**src/rtl/rx_latch_pkg.sv**
```systemverilog
package rx_latch_pkg;
  localparam int unsigned DATA_W      = 8;
  localparam int unsigned SYNC_STAGES = 2;

  typedef enum logic {
    ROLE_INIT = 1'b0,
    ROLE_TGT  = 1'b1
  } role_e;

  typedef struct packed {
    logic              par;
    logic [DATA_W-1:0] data;
  } bus_word_t;
endpackage

```
**src/rtl/hs_edge_sync.sv**
```systemverilog
module hs_edge_sync #(
  parameter int unsigned STAGES = 2
) (
  input  logic clk_i,
  input  logic rst_ni,
  input  logic async_i,
  output logic rise_o
);
  localparam int unsigned LAST = STAGES - 1;

  logic [STAGES-1:0] sync_q;
  logic              prev_q;

  always_ff @(posedge clk_i or negedge rst_ni) begin
    if (!rst_ni) begin
      sync_q <= '0;
      prev_q <= 1'b0;
    end else begin
      sync_q <= {sync_q[STAGES-2:0], async_i};
      prev_q <= sync_q[LAST];
    end
  end

  assign rise_o = sync_q[LAST] & ~prev_q;


  rise_gap_chk: assert property (@(posedge clk_i) disable iff (!rst_ni)
    rise_o |=> !rise_o);
endmodule

```
**src/rtl/rx_capture.sv**
```systemverilog
module rx_capture
  import rx_latch_pkg::*;
#(
  parameter int unsigned W       = DATA_W,
  parameter bit          ODD_PAR = 1'b1
) (
  input  logic         clk_i,
  input  logic         rst_ni,
  input  logic         load_i,
  input  logic         par_en_i,
  input  logic [W-1:0] data_i,
  input  logic         par_i,
  output logic [W-1:0] data_o,
  output logic         err_o
);
  logic [W:0]   word;
  logic         ones_odd;
  logic         bad_par;
  logic [W-1:0] data_q;
  logic         err_q;

  assign word = {par_i, data_i};

  // xor chain across data and parity
  logic [W:0] chain;
  assign chain[0] = word[0];
  for (genvar i = 1; i <= W; i++) begin : g_chain
    assign chain[i] = chain[i-1] ^ word[i];
  end
  assign ones_odd = chain[W];

  if (ODD_PAR) begin : g_odd
    assign bad_par = ~ones_odd;
  end else begin : g_even
    assign bad_par = ones_odd;
  end

  always_ff @(posedge clk_i or negedge rst_ni) begin
    if (!rst_ni) begin
      data_q <= '0;
      err_q  <= 1'b0;
    end else begin
      err_q <= load_i & par_en_i & bad_par;
      if (load_i) data_q <= data_i;
    end
  end

  assign data_o = data_q;
  assign err_o  = err_q;


  hold_no_load_chk: assert property (@(posedge clk_i) disable iff (!rst_ni)
    !load_i |=> $stable(data_o));

  err_needs_en_chk: assert property (@(posedge clk_i) disable iff (!rst_ni)
    err_o |-> $past(par_en_i));
endmodule

```
**src/rtl/rd_port.sv**
```systemverilog
module rd_port #(
  parameter int unsigned W = 8
) (
  input  logic         rd_strobe_i,
  input  logic         dma_ack_i,
  input  logic [W-1:0] data_i,
  output logic [W-1:0] rd_data_o
);
  logic sel;
  assign sel       = rd_strobe_i & dma_ack_i;
  assign rd_data_o = data_i & {W{sel}};
endmodule

```
**src/rtl/rx_dma_latch.sv**
```systemverilog
module rx_dma_latch
  import rx_latch_pkg::*;
#(
  parameter int unsigned W      = DATA_W,
  parameter int unsigned STAGES = SYNC_STAGES
) (
  input  logic         clk_i,
  input  logic         rst_ni,
  input  logic [W-1:0] bus_data_i,
  input  logic         bus_par_i,
  input  logic         req_i,
  input  logic         ack_i,
  input  logic         role_tgt_i,
  input  logic         dma_mode_i,
  input  logic         par_en_i,
  input  logic         dma_ack_i,
  input  logic         rd_strobe_i,
  output logic [W-1:0] rd_data_o,
  output logic         parity_err_o
);
  logic  req_rise, ack_rise, load;
  role_e role;
  logic [W-1:0] held;

  // edges detected per line before the role mux: a role flip cannot fake an edge
  hs_edge_sync #(.STAGES(STAGES)) u_req_sync (
    .clk_i(clk_i), .rst_ni(rst_ni), .async_i(req_i), .rise_o(req_rise));
  hs_edge_sync #(.STAGES(STAGES)) u_ack_sync (
    .clk_i(clk_i), .rst_ni(rst_ni), .async_i(ack_i), .rise_o(ack_rise));

  assign role = role_e'(role_tgt_i);
  assign load = dma_mode_i & ((role == ROLE_TGT) ? ack_rise : req_rise);

  rx_capture #(.W(W), .ODD_PAR(1'b1)) u_cap (
    .clk_i(clk_i), .rst_ni(rst_ni), .load_i(load), .par_en_i(par_en_i),
    .data_i(bus_data_i), .par_i(bus_par_i), .data_o(held), .err_o(parity_err_o));

  rd_port #(.W(W)) u_rd (
    .rd_strobe_i(rd_strobe_i), .dma_ack_i(dma_ack_i),
    .data_i(held), .rd_data_o(rd_data_o));


  err_after_load_chk: assert property (@(posedge clk_i) disable iff (!rst_ni)
    parity_err_o |-> $past(load));

  err_single_chk: assert property (@(posedge clk_i) disable iff (!rst_ni)
    parity_err_o |=> !parity_err_o);
endmodule

```
**config.mk**
```make
export PLATFORM = sky130hd
export DESIGN_NAME = rx_dma_latch
export DESIGN_NICKNAME = d
export VERILOG_FILES = /design/src/rtl/rx_latch_pkg.sv /design/src/rtl/hs_edge_sync.sv /design/src/rtl/rx_capture.sv /design/src/rtl/rd_port.sv /design/src/rtl/rx_dma_latch.sv
export SDC_FILE = /design/constraint.sdc
export NUM_CORES = 1
export LEC_CHECK = 0
export BUFFER_PORTS_ARGS = -buffer_cell sky130_fd_sc_hd__buf_4
export CAP_MARGIN = 15
export CORE_MARGIN = 3
export CORE_UTILIZATION = 40
export DETAILED_ROUTE_END_ITERATION = 6
export GPL_TIMING_DRIVEN = 1
export PLACE_DENSITY = 0.72
export SETUP_SLACK_MARGIN = 0.2
export SKIP_CTS_REPAIR_TIMING = 1
export SLEW_MARGIN = 5
export SYNTH_ARGS = -nofsm -noshare
export SYNTH_HDL_FRONTEND = slang
export SYNTH_SLANG_ARGS = --single-unit
```
**constraint.sdc**
```tcl
create_clock -name clk_i -period 1.2 [get_ports clk_i]
set_input_delay 0 -clock clk_i [delete_from_list [all_inputs] [get_ports clk_i]]
set_output_delay 0 -clock clk_i [all_outputs]
set_load 0.01 [all_outputs]
```
==> impl_summary.md, run 1 <==
Logic synthesis
The cell area that synthesis handed to floorplanning was 676 sq um. A synthesized cell averages 15.7 sq um. Counting every net in the synthesized netlist gives 61. The count of distinct cell types in the synthesized netlist is 12.

The number of warning messages in the yosys log is 0. In the synthesized netlist, the number of instances is 43. The proportion of synthesized chip area in sequential cells is 55.6%. In this run, synthesis produced a sequential element count of 15.

Status
The run finished, with violations left. The checks that failed: setup timing.

Worst setup path
The buffers plus inverters on the worst setup path is 1. In this run the register-to-register setup slack is -160 ps. Traced cell by cell, the critical path runs through and3b_2 > o21ai_4 > buf_6 > mux2_4. The biggest cell delay along the critical path is 380 ps. The worst reg2reg path startpoint is u_ack_sync.sync_q[1]. The worst setup path is of the register to register kind. The endpoint identified for the worst register-to-register timing path is u_cap.data_o[1]. Measured in cells, the most critical reg-to-reg path has a length of 4. At the worst endpoint, the required time is 1370 ps. The endpoint class of the critical path is a register. The element type at the critical path start is a register.

Grouping stages by cell kind, the critical path spends the most delay in flip-flops. The master of the slowest instance on the critical path is sky130_fd_sc_hd__dfrtp_1. In this run the worst path has a maximum fanout of 4. For the worst setup path, the data arrival time is 1540 ps.

Timing
The worst max-slew margin expressed relative to the limit is 83.8%. The worst setup skew after layout is 2.72 ps. The final number of hold-violating endpoints came to 0. Setup repair after global routing could not meet its margin everywhere. The smallest setup slack after layout is -164 ps. The setup TNS is -1250 ps.

The smallest hold slack is 8.04 ps. The number of pins exceeding their max-slew limit in the final report was 0. Setup violations remaining at the end of the flow were counted as 8. The achievable clock frequency is 0.733 GHz. The minimum period implied by the final worst setup slack is 1360 ps. At the pin with the least slew margin, the transition time is 242 ps.

The final cycle utilization of the critical path is 114%.

Floorplan
The vertical die dimension is 47.1 microns. The floorplan has 14 rows. The die is 47.1 microns wide. The total die area is 2220 sq um.

The starting density of the core is 43.8%. The region available for standard cell placement spans 1540 sq um. Pin placement for this block handled 27 I/O pins.

Clocking
The clock-pin slew reported for the worst setup and hold paths after clock tree synthesis is 90 ps. TritonCTS built the clock tree. At the later pin of the worst-skew pair, clock insertion delay measures 280 ps. The maximum clock insertion buffer count is 2. The cell sitting at the root of the clock tree is a sky130_fd_sc_hd__clkbuf_4. Counting every sink on the clock net gives 15.

TritonCTS created 3 clock buffers. The number of levels in the clock H-tree is 1.

Global routing
The aggregate global-route resource usage is 13.5%. The pin count of the biggest net entering global routing is 16. The number of global-route vias before repair was 461. The initial antenna violation count came to 0. The first global-routing pass estimated 1950 microns of wire.

After global routing the overflow that remains totals 0.

Layout
Cells with a size suffix above 1 make up 55.9% of the layout. The number of diodes is 0. After filler insertion, the fill cell instance count of the layout stands at 101. The top cell types in the final layout, fill and taps aside, are 31 x sky130_fd_sc_hd__buf_4, 15 x sky130_fd_sc_hd__dfrtp_1, 11 x sky130_fd_sc_hd__dlygate4sd3_1. The final layout net count is 112. The area growth from synthesis to final layout is 71.9%.

The library cell used most frequently in the layout, excluding fill and tap cells, is sky130_fd_sc_hd__buf_4.

Worst hold path
The worst hold path begins at par_en_i. The worst hold path terminates at u_cap.err_o. The worst hold path class is input pin to register.

Counting instances, the worst hold path has a depth of 3.

Power and ir drop
The static power due to leakage is 0.617 nW. The worst supply voltage drop on vdd is 0.802 mV. The total power per unit cell area is 1130 nW/um^2. Overall power consumption after layout is estimated at 1.31 mW.

Place
At the end of routability-driven placement, the weighted congestion stood at 0.644. The port buffer count is 26.

Route
The final layout contains routed wiring with a total length of 1750 microns. The final antenna-violating net count is 0. The final route contains 544 vias. The detailed-route wire length per cell is 16.0 microns. For this block, the initial DRC count from the detailed router was 3. The per-cell via count in the routed design is 4.99. The first detailed-routing pass ran for 4 iterations. For this run, design rule violations remaining after detail routing come to 0.

Job
The number of max-capacitance violations reported is 0.
## stage by stage
| step | instance area (sq um) | utilization, % | worst slack [ps] | std cells |
|---|---|---|---|---|
| floorplan | 676 | - | -49.6 | 43 |
| CTS | 941 | 61.0 | -153 | 92 |
| global placement | 913 | 59.3 | -104 | 88 |
| global route | 1160 | 75.3 | -198 | 109 |
| finish | 1160 | 75.3 | -164 | 109 |
| detailed placement | 913 | 59.3 | -142 | 88 |
## state kept, by name (all words and copies together), names as in the netlist
name	flops
u_req_sync.sync_q	2
u_cap.data_o	8
u_cap.err_o	1
u_ack_sync.prev_q	1
u_req_sync.prev_q	1
u_ack_sync.sync_q	2
## report_power, final
part           leakage (nW)  switching, mW  internal [mW]
registers             0.179         0.0389          0.577
clock network        0.0177          0.162          0.124
logic                 0.421          0.131          0.277
## cell usage after synthesis
cell / count / area (sq um)
sky130_fd_sc_hd__nor3b_2: 1 / 12.5
sky130_fd_sc_hd__mux2_2: 8 / 90.1
sky130_fd_sc_hd__dfrtp_1: 15 / 375
sky130_fd_sc_hd__xnor3_1: 2 / 45.0
sky130_fd_sc_hd__xor2_1: 1 / 8.76
sky130_fd_sc_hd__xnor2_1: 2 / 17.5
sky130_fd_sc_hd__xor3_1: 1 / 23.8
sky130_fd_sc_hd__o21ai_4: 1 / 16.3
sky130_fd_sc_hd__mux2i_1: 1 / 10.0
sky130_fd_sc_hd__o2111ai_1: 2 / 17.5
sky130_fd_sc_hd__and3b_1: 1 / 8.76
sky130_fd_sc_hd__and3_1: 8 / 50.1
## worst max path at each step
stage                    startpoint         endpoint  slack, ps  depth (start not counted)
6_report       u_ack_sync.sync_q[1]  u_cap.data_o[1]       -160                          4
5_1_grt        u_ack_sync.sync_q[1]  u_cap.data_o[1]       -200                          4
3_5_place_dp   u_ack_sync.sync_q[1]  u_cap.data_o[6]       -140                          3
2_1_floorplan  u_ack_sync.sync_q[1]  u_cap.data_o[0]        -50                          3
3_3_place_gp   u_ack_sync.sync_q[1]  u_cap.data_o[5]       -100                          3
4_1_cts        u_ack_sync.sync_q[1]  u_cap.data_o[6]       -150                          3
## per-layer routing
metal | global-route usage, % | vias to the layer above | wire (microns)
met3 | 6.13 | 2 | 152
li1 | - | 258 | -
met5 | 0 | - | 0
met4 | 4.97 | 0 | 12
met2 | 23.3 | 27 | 919
met1 | 14.5 | 257 | 662
## cell type report
type / count / area, sq um / share of cell area, %
sequential: 15 / 375 / 32.3
clock inverter: 1 / 5.00 / 0.431
timing repair buffer: 46 / 388 / 33.4
multi-input combinational: 28 / 350 / 30.2
tap: 16 / 20.0 / 1.72
clock buffer: 3 / 22.5 / 1.94
## cell families after synthesis
| logic type | share of synthesized area (%) |
|---|---|
| xor+xnor | 14.1 |
| flops | 55.6 |
| compound gates | 5.00 |
| mux | 14.8 |
| simple gates | 10.6 |
## tightest hold or removal path, cell delays in order
cell	delay (ps)
sky130_fd_sc_hd__buf_4	120
sky130_fd_sc_hd__o2111ai_2	70
sky130_fd_sc_hd__mux2i_1	70
Power figures use the tool's default switching activity.
==> inputs of run 2 (changes only) <==
CORE_UTILIZATION = 41   (was 40)
PLACE_DENSITY = 0.73   (was 0.72)
==> run 2 against run 1 <==
  * The flow still finishes with violations (setup timing)
  * Clock skew is 3.8 ps higher
  * Non-clock buffer count down 2
  * Sequential cell count unchanged
  * Via count fell by 0.92%
  * First-iteration DRC count grew 67%
  * Critical path type unchanged
==> impl_summary.md, run 2 (synthesis gave the netlist of run 1 again) <==
Global routing
Global routing finished with a remaining overflow of 0. Entering global routing, the biggest net connects 16 pins. After global routing, the most crowded layer is met2.

The number of global-route vias before repair came to 438. Global routing consumed, on the met1 layer, 16.1% of the routing resources. The first global-routing pass estimated 1900 microns of wire.

Global routing used 20.1% of the available met2 tracks. Global routing used 6.64% of the available met3 tracks. The initial antenna violation count is 0. In the global route stage, overall resource usage came out at 12.8%.

Floorplan
The x dimension of the die is 46.6 microns. For this configuration, the core starts out at a cell density of 44.3%. The total die area is 2170 sq um.

The area of the core is 1520 sq um. The initialized floorplan defines 14 standard-cell rows. The vertical die dimension is 46.6 microns.

27 I/O pins were placed.

Power and ir drop
The fraction of power spent switching nets is 24.2%. The total power per unit cell area is 1100 nW/um^2. The design internal power is 0.935 mW. The worst supply voltage drop on vdd is 0.692 mV. The relative contribution of sequential cells to total power is 49.5%. Of the total power, combinational logic draws 27.4%. The part of the total power dissipated in the clock network is 23.1%. The static power due to leakage is 0.577 nW. The analysis attributes to net switching a power of 0.299 mW.

Timing
Adding up every negative setup slack in the final design gives -1250 ps. The final number of hold-violating endpoints is 0. The minimum period implied by the final worst setup slack is 1370 ps. Setup violations remaining at the end of the flow were counted as 8. The worst path uses 114% of the clock period. Setup repair after global routing could not meet its margin everywhere. The smallest setup slack after layout is -168 ps.

The worst max-slew margin expressed relative to the limit is 82.2%. The number of pins exceeding their max-slew limit in the final report is 0. The actual transition at the worst max-transition pin is 266 ps. The achievable clock frequency is 0.731 GHz. Clock skew on the completed layout was measured at 6.50 ps.

Status
The flow ran to the end, but the final reports show violations. The final reports fail on setup timing.

Route
In the final routed layout, each cell accounts on average for 14.6 microns. The total detailed-routing wirelength is 1570 microns. The routed layout has 539 vias. The per-cell via count in the routed design is 5.04. For this block, the initial DRC count from the detailed router was 5. In this run the remaining antenna-violating nets after routing total 0. After detailed routing, the number of remaining DRC violations is 0. The number of search-and-repair iterations in the first detailed-routing pass is 4.

Layout
After the last flow step, the layout net total stands at 110. The most common library cell in the layout ignoring fill and taps is sky130_fd_sc_hd__buf_4. The register with the most flip-flops in the layout has 8 of them. The post-route netlist has 51.6% of its cells at a drive strength greater than 1.

After routing the design area is 1120 sq um. The top cell types in the final layout, fill and taps aside, are 30 x sky130_fd_sc_hd__buf_4, 15 x sky130_fd_sc_hd__dfrtp_1, 13 x sky130_fd_sc_hd__dlygate4sd3_1. The number of diodes is 0.

The area growth from synthesis to final layout is 66.1%.

Worst setup path
The slowest stage of the critical path is the sky130_fd_sc_hd__dfrtp_1 cell. The worst setup path is launched from a register. The critical path data required time is 1380 ps. The worst setup path is of the register to register kind. At the worst endpoint, the arrival time is 1540 ps.

The endpoint class of the critical path is a register. The critical path starts at u_ack_sync.sync_q[1]. The maximum fanout along the worst path is 8.

In this run the critical register-to-register path is launched from u_ack_sync.sync_q[1]. The signal on the critical path passes through and3b_2 > o21ai_4 > buf_12 > mux2_2. For the worst flop-to-flop path, the logic depth is 4. The biggest cell delay along the critical path is 400 ps.

Clocking
TritonCTS built the clock tree. Clock tree synthesis found a total of 15 sinks. The library cell used as clock root buffer is sky130_fd_sc_hd__clkbuf_4. The clock latency of the later-clocked register in the worst-skew pair is 280 ps. The number of clock buffers added by TritonCTS is 3. The clock passes through at most 2 buffers. The clock-pin slew reported for the worst setup and hold paths after clock tree synthesis is 90 ps. CTS built an H-tree with a depth of 1.

Job
The number of max-capacitance violations reported is 0.

Place
The congestion estimate from routability-driven global placement came to 0.654. The placed instance area is 913 sq um. Port buffering added 26 buffers.

Worst hold path
In this run the worst hold path is classified as input pin to async pin.
==> run 2: critical path: cells and delay by family (launching register included) <==
kind | cells | cell delay (ps)
AND/OR/NAND/NOR | 1 | 230
flip-flops | 1 | 400
buffers and inverters | 1 | 140
AO/OA/AOI/OAI | 1 | 170
multiplexers | 1 | 320
==> run 2: final timing paths <==
path | to | slack (ps)
hold reg to reg | u_req_sync.sync_q[1] | 350
max in group asynchronous | u_ack_sync.sync_q[1] | 910
min in group clk_i | u_cap.err_o | 180
setup reg to reg | u_cap.data_o[7] | -170
setup / recovery | u_cap.data_o[7] | -170
hold / removal | u_cap.data_o[4] | 110
==> run 2: per-layer routing <==
layer	part of all wire (%)	vias to the layer above
met2	52	21
met4	0	0
met1	39	263
li1	-	255
met5	0	-
met3	8.7	0
==> run 2: layout make-up <==
type,count,area (sq um)
Sequential cell,15,375
Timing Repair Buffer,44,375
Multi-Input combinational cell,28,325
Clock buffer,4,26.3
Tap cell,16,20.0
Fill cell,100,402
==> run 2: per-stage QoR <==
stage          instances  hold slack, ps  worst slack, ps  utilization (%)  power [mW]
6_report             107             111             -168             73.6        1.23
5_1_grt              107             121             -203             73.6        1.31
4_1_cts               92            -446             -175             61.7        1.16
3_5_place_dp          88            -135             -156             59.9       0.884
3_3_place_gp          88            -137             -111             59.9       0.878
2_1_floorplan         43            -296            -49.6                -       0.754
==> run 2: power by group through the flow <==
stage	combinational [mW]	sequential (mW)	clock (mW)
2_1_floorplan	0.147	0.607	0
3_3_place_gp	0.264	0.613	0
3_5_place_dp	0.268	0.617	0
4_1_cts	0.268	0.606	0.290
5_1_grt	0.364	0.620	0.321
6_report	0.338	0.611	0.284
==> inputs of run 3 (changes only) <==
BUFFER_PORTS_ARGS = -buffer_cell sky130_fd_sc_hd__buf_2   (was -buffer_cell sky130_fd_sc_hd__buf_4)
CORE_UTILIZATION = 45   (was 41)
PLACE_DENSITY = 0.75   (was 0.73)
clock period = 1.3 ns   (was 1.2 ns; I/O delays follow)
==> run 3 against run 2 <==
  * Hold slack worse by 95 ps
  * Largest power group unchanged
  * Clock-buffer cell count stayed put
  * The flow still finishes with violations (setup timing)
  * Sequential share of layout area is 4.4 points higher
  * Maximum frequency is 2.0% higher
  * Critical path type unchanged
  * Non-clock buffer count is 6 lower
  * Combinational power is 25% lower
  * First-iteration DRC count is 80% lower
  * Sequential cell count stayed put
  * Core utilization is 0.15 points lower
==> impl_summary.md, run 3 (synthesis gave the netlist of run 1 again) <==
Status
The run finished, with violations left. The checks that failed: setup timing.

Worst setup path
The worst path arrival time is 1510 ps. The worst register-to-register path has a depth of 4. The startpoint identified for the worst register-to-register timing path is u_ack_sync.sync_q[1]. The endpoint class of the critical path is a register. Along the worst path, the maximum fanout reaches 8. The setup slack of the worst register-to-register path is -40 ps. For the worst setup path, the data required time is 1470 ps. The worst register-to-register path ends at u_cap.data_o[7]. The critical path is of the register to register type. The element type at the critical path start is a register.

Layout
The finished cells cover 992 sq um. Leaving out fill and tap cells, the most frequent cells in the layout are 26 x sky130_fd_sc_hd__buf_2, 15 x sky130_fd_sc_hd__dfrtp_1, 10 x sky130_fd_sc_hd__dlygate4sd3_1. For this run, the post-layout net count is 104. Registers take 375 sq um. The register with the most flip-flops in the layout has 8 of them. Once layout is complete, the utilization of the core stands at 73.5%. After filler insertion, the fill cell instance count of the layout stands at 90.

The area growth from synthesis to final layout is 46.9%. The number of diodes is 0. Cells with a size suffix above 1 make up 48.2% of the layout. Leaving out fill and tap cells, the most frequent cell in the layout is sky130_fd_sc_hd__buf_2. The final cell count without fillers is 100.

The area taken by multi-input logic gates is 314 sq um.

Floorplan
The starting density of the core is 50.0%. The die is 44.8 microns tall. Pin placement for this block handled 27 I/O pins. The total die area is 2000 sq um. After floorplanning, the core was divided into 13 placement rows.

In this run the standard cell core region covers 1350 sq um. The x dimension of the die is 44.8 microns.

Global routing
The number of global-route vias before repair is 431. The initial antenna violation count is 0. Entering global routing, the biggest net connects 16 pins. The global-route wire length before repair is 1900 microns.

The global routing met3 resource utilization is 4.78%. The global-route track usage on met1 is 16.4%. The total overflow left after global routing is 0. The met2 demand-to-capacity share in global routing is 22.3%.

The global routing stage identified its most utilized layer as met2. Across every metal layer, demand over resource in global routing totals 13.4%.

Worst hold path
The worst hold path passes through 2 cells. In this run the worst hold path is classified as input pin to register. The worst hold path begins at bus_data_i[0]. The hold-critical path endpoint is u_cap.data_o[0].

Place
The routability-driven placement congestion ratio is 0.691. The worst slack at placement is -52.3 ps. The placed instance area is 832 sq um.

The instance count after placement with tap cells included is 85. The port buffer count is 26.

Timing
The setup-violating endpoint count in the final report is 8. The smallest clock period supported by the final layout is computed as 1340 ps. The worst setup skew after layout is 8.38 ps.

Setup repair after global routing could not meet its margin everywhere. The smallest setup slack after layout is -41.1 ps. The actual transition at the worst max-transition pin is 318 ps. Static timing analysis puts the maximum clock frequency at 0.746 GHz. The number of pins exceeding their max-slew limit in the final report came to 0. Headroom to the max-slew limit came out at 78.8%. The final cycle utilization of the critical path is 103%. The final number of hold-violating endpoints is 0.

Clocking
The TritonCTS clock tree is built. Counting the buffers created by CTS gives 3. The count of clock tree sinks is 15. Clock tree synthesis selected as its root buffer the cell sky130_fd_sc_hd__clkbuf_4.

After clock tree synthesis, the clock-pin slew on the worst setup and hold paths is 80 ps. In this run the number of H-tree levels came out at 1. The maximum clock insertion buffer count is 2. Clock latency on the worst-skew pair, taken at its later pin, is 280 ps.

Route
The per-cell via count in the routed design is 5.29. After detailed routing, the average wire length per cell comes to 13.2 microns. The remaining routing DRC violations is 0. Once detail routing completed, the nets flagged for antenna violations numbered 0. The final layout contains routed wiring with a total length of 1320 microns. The number of search-and-repair iterations in the first detailed-routing pass is 3. The total via count in the routed design is 529. The initial detailed-routing violation count is 1.

Power and ir drop
The total power after layout is 1.07 mW. For this design the static power due to leakage is 0.532 nW. The total power per unit cell area is 1080 nW/um^2.

The worst-case IR drop observed on VDD is 0.851 mV.

Job
The number of max-capacitance violations reported is 0.
[run 3: cell count changes in the layout (fill, tap and decap cells not counted), sizes merged]
cell	before	now
buf	31	28
dlygate4sd3	13	10
[run 3: layer usage]
layer | up-vias | wire, microns
met5 | - | 0
li1 | 246 | -
met2 | 23 | 667
met3 | 2 | 110
met1 | 258 | 540
met4 | 0 | 6
[run 3: worst max-delay path, stage by stage (launching register included)]
cell	delay [ps]
sky130_fd_sc_hd__dfrtp_1	390
sky130_fd_sc_hd__and3b_1	210
sky130_fd_sc_hd__o21ai_4	170
sky130_fd_sc_hd__buf_12	140
sky130_fd_sc_hd__mux2_2	320
[run 3: final cells by class]
| cell class | count | share of cell area (%) |
|---|---|---|
| tap | 15 | 1.89 |
| clock buffer | 4 | 2.65 |
| timing repair buffer | 38 | 26.0 |
| multi-input combinational | 28 | 31.7 |
| sequential | 15 | 37.8 |
[run 3: how the worst max path moves through the flow]
stage | from | endpoint | cells after the start
after CTS | u_req_sync.sync_q[1] | u_cap.data_o[5] | 3
after detailed placement | u_ack_sync.sync_q[1] | u_cap.data_o[5] | 3
after global routing | u_ack_sync.sync_q[1] | u_cap.data_o[4] | 4
after floorplan | u_ack_sync.sync_q[1] | u_cap.data_o[0] | 3
final | u_ack_sync.sync_q[1] | u_cap.data_o[7] | 4
after global placement | u_req_sync.sync_q[1] | u_cap.data_o[1] | 3
[run 3: per-stage QoR]
stage	hold WS (ps)	setup TNS [ps]
final	16.4	-258
after global placement	-86.9	-153
after detailed placement	-83.4	-280
after CTS	-390	-444
after global routing	21.9	-609
after floorplan	-296	0
[run 3: where the power goes]
part,switching [mW],internal [mW]
logic,0.0908,0.164
clock network,0.132,0.119
registers,0.0343,0.533
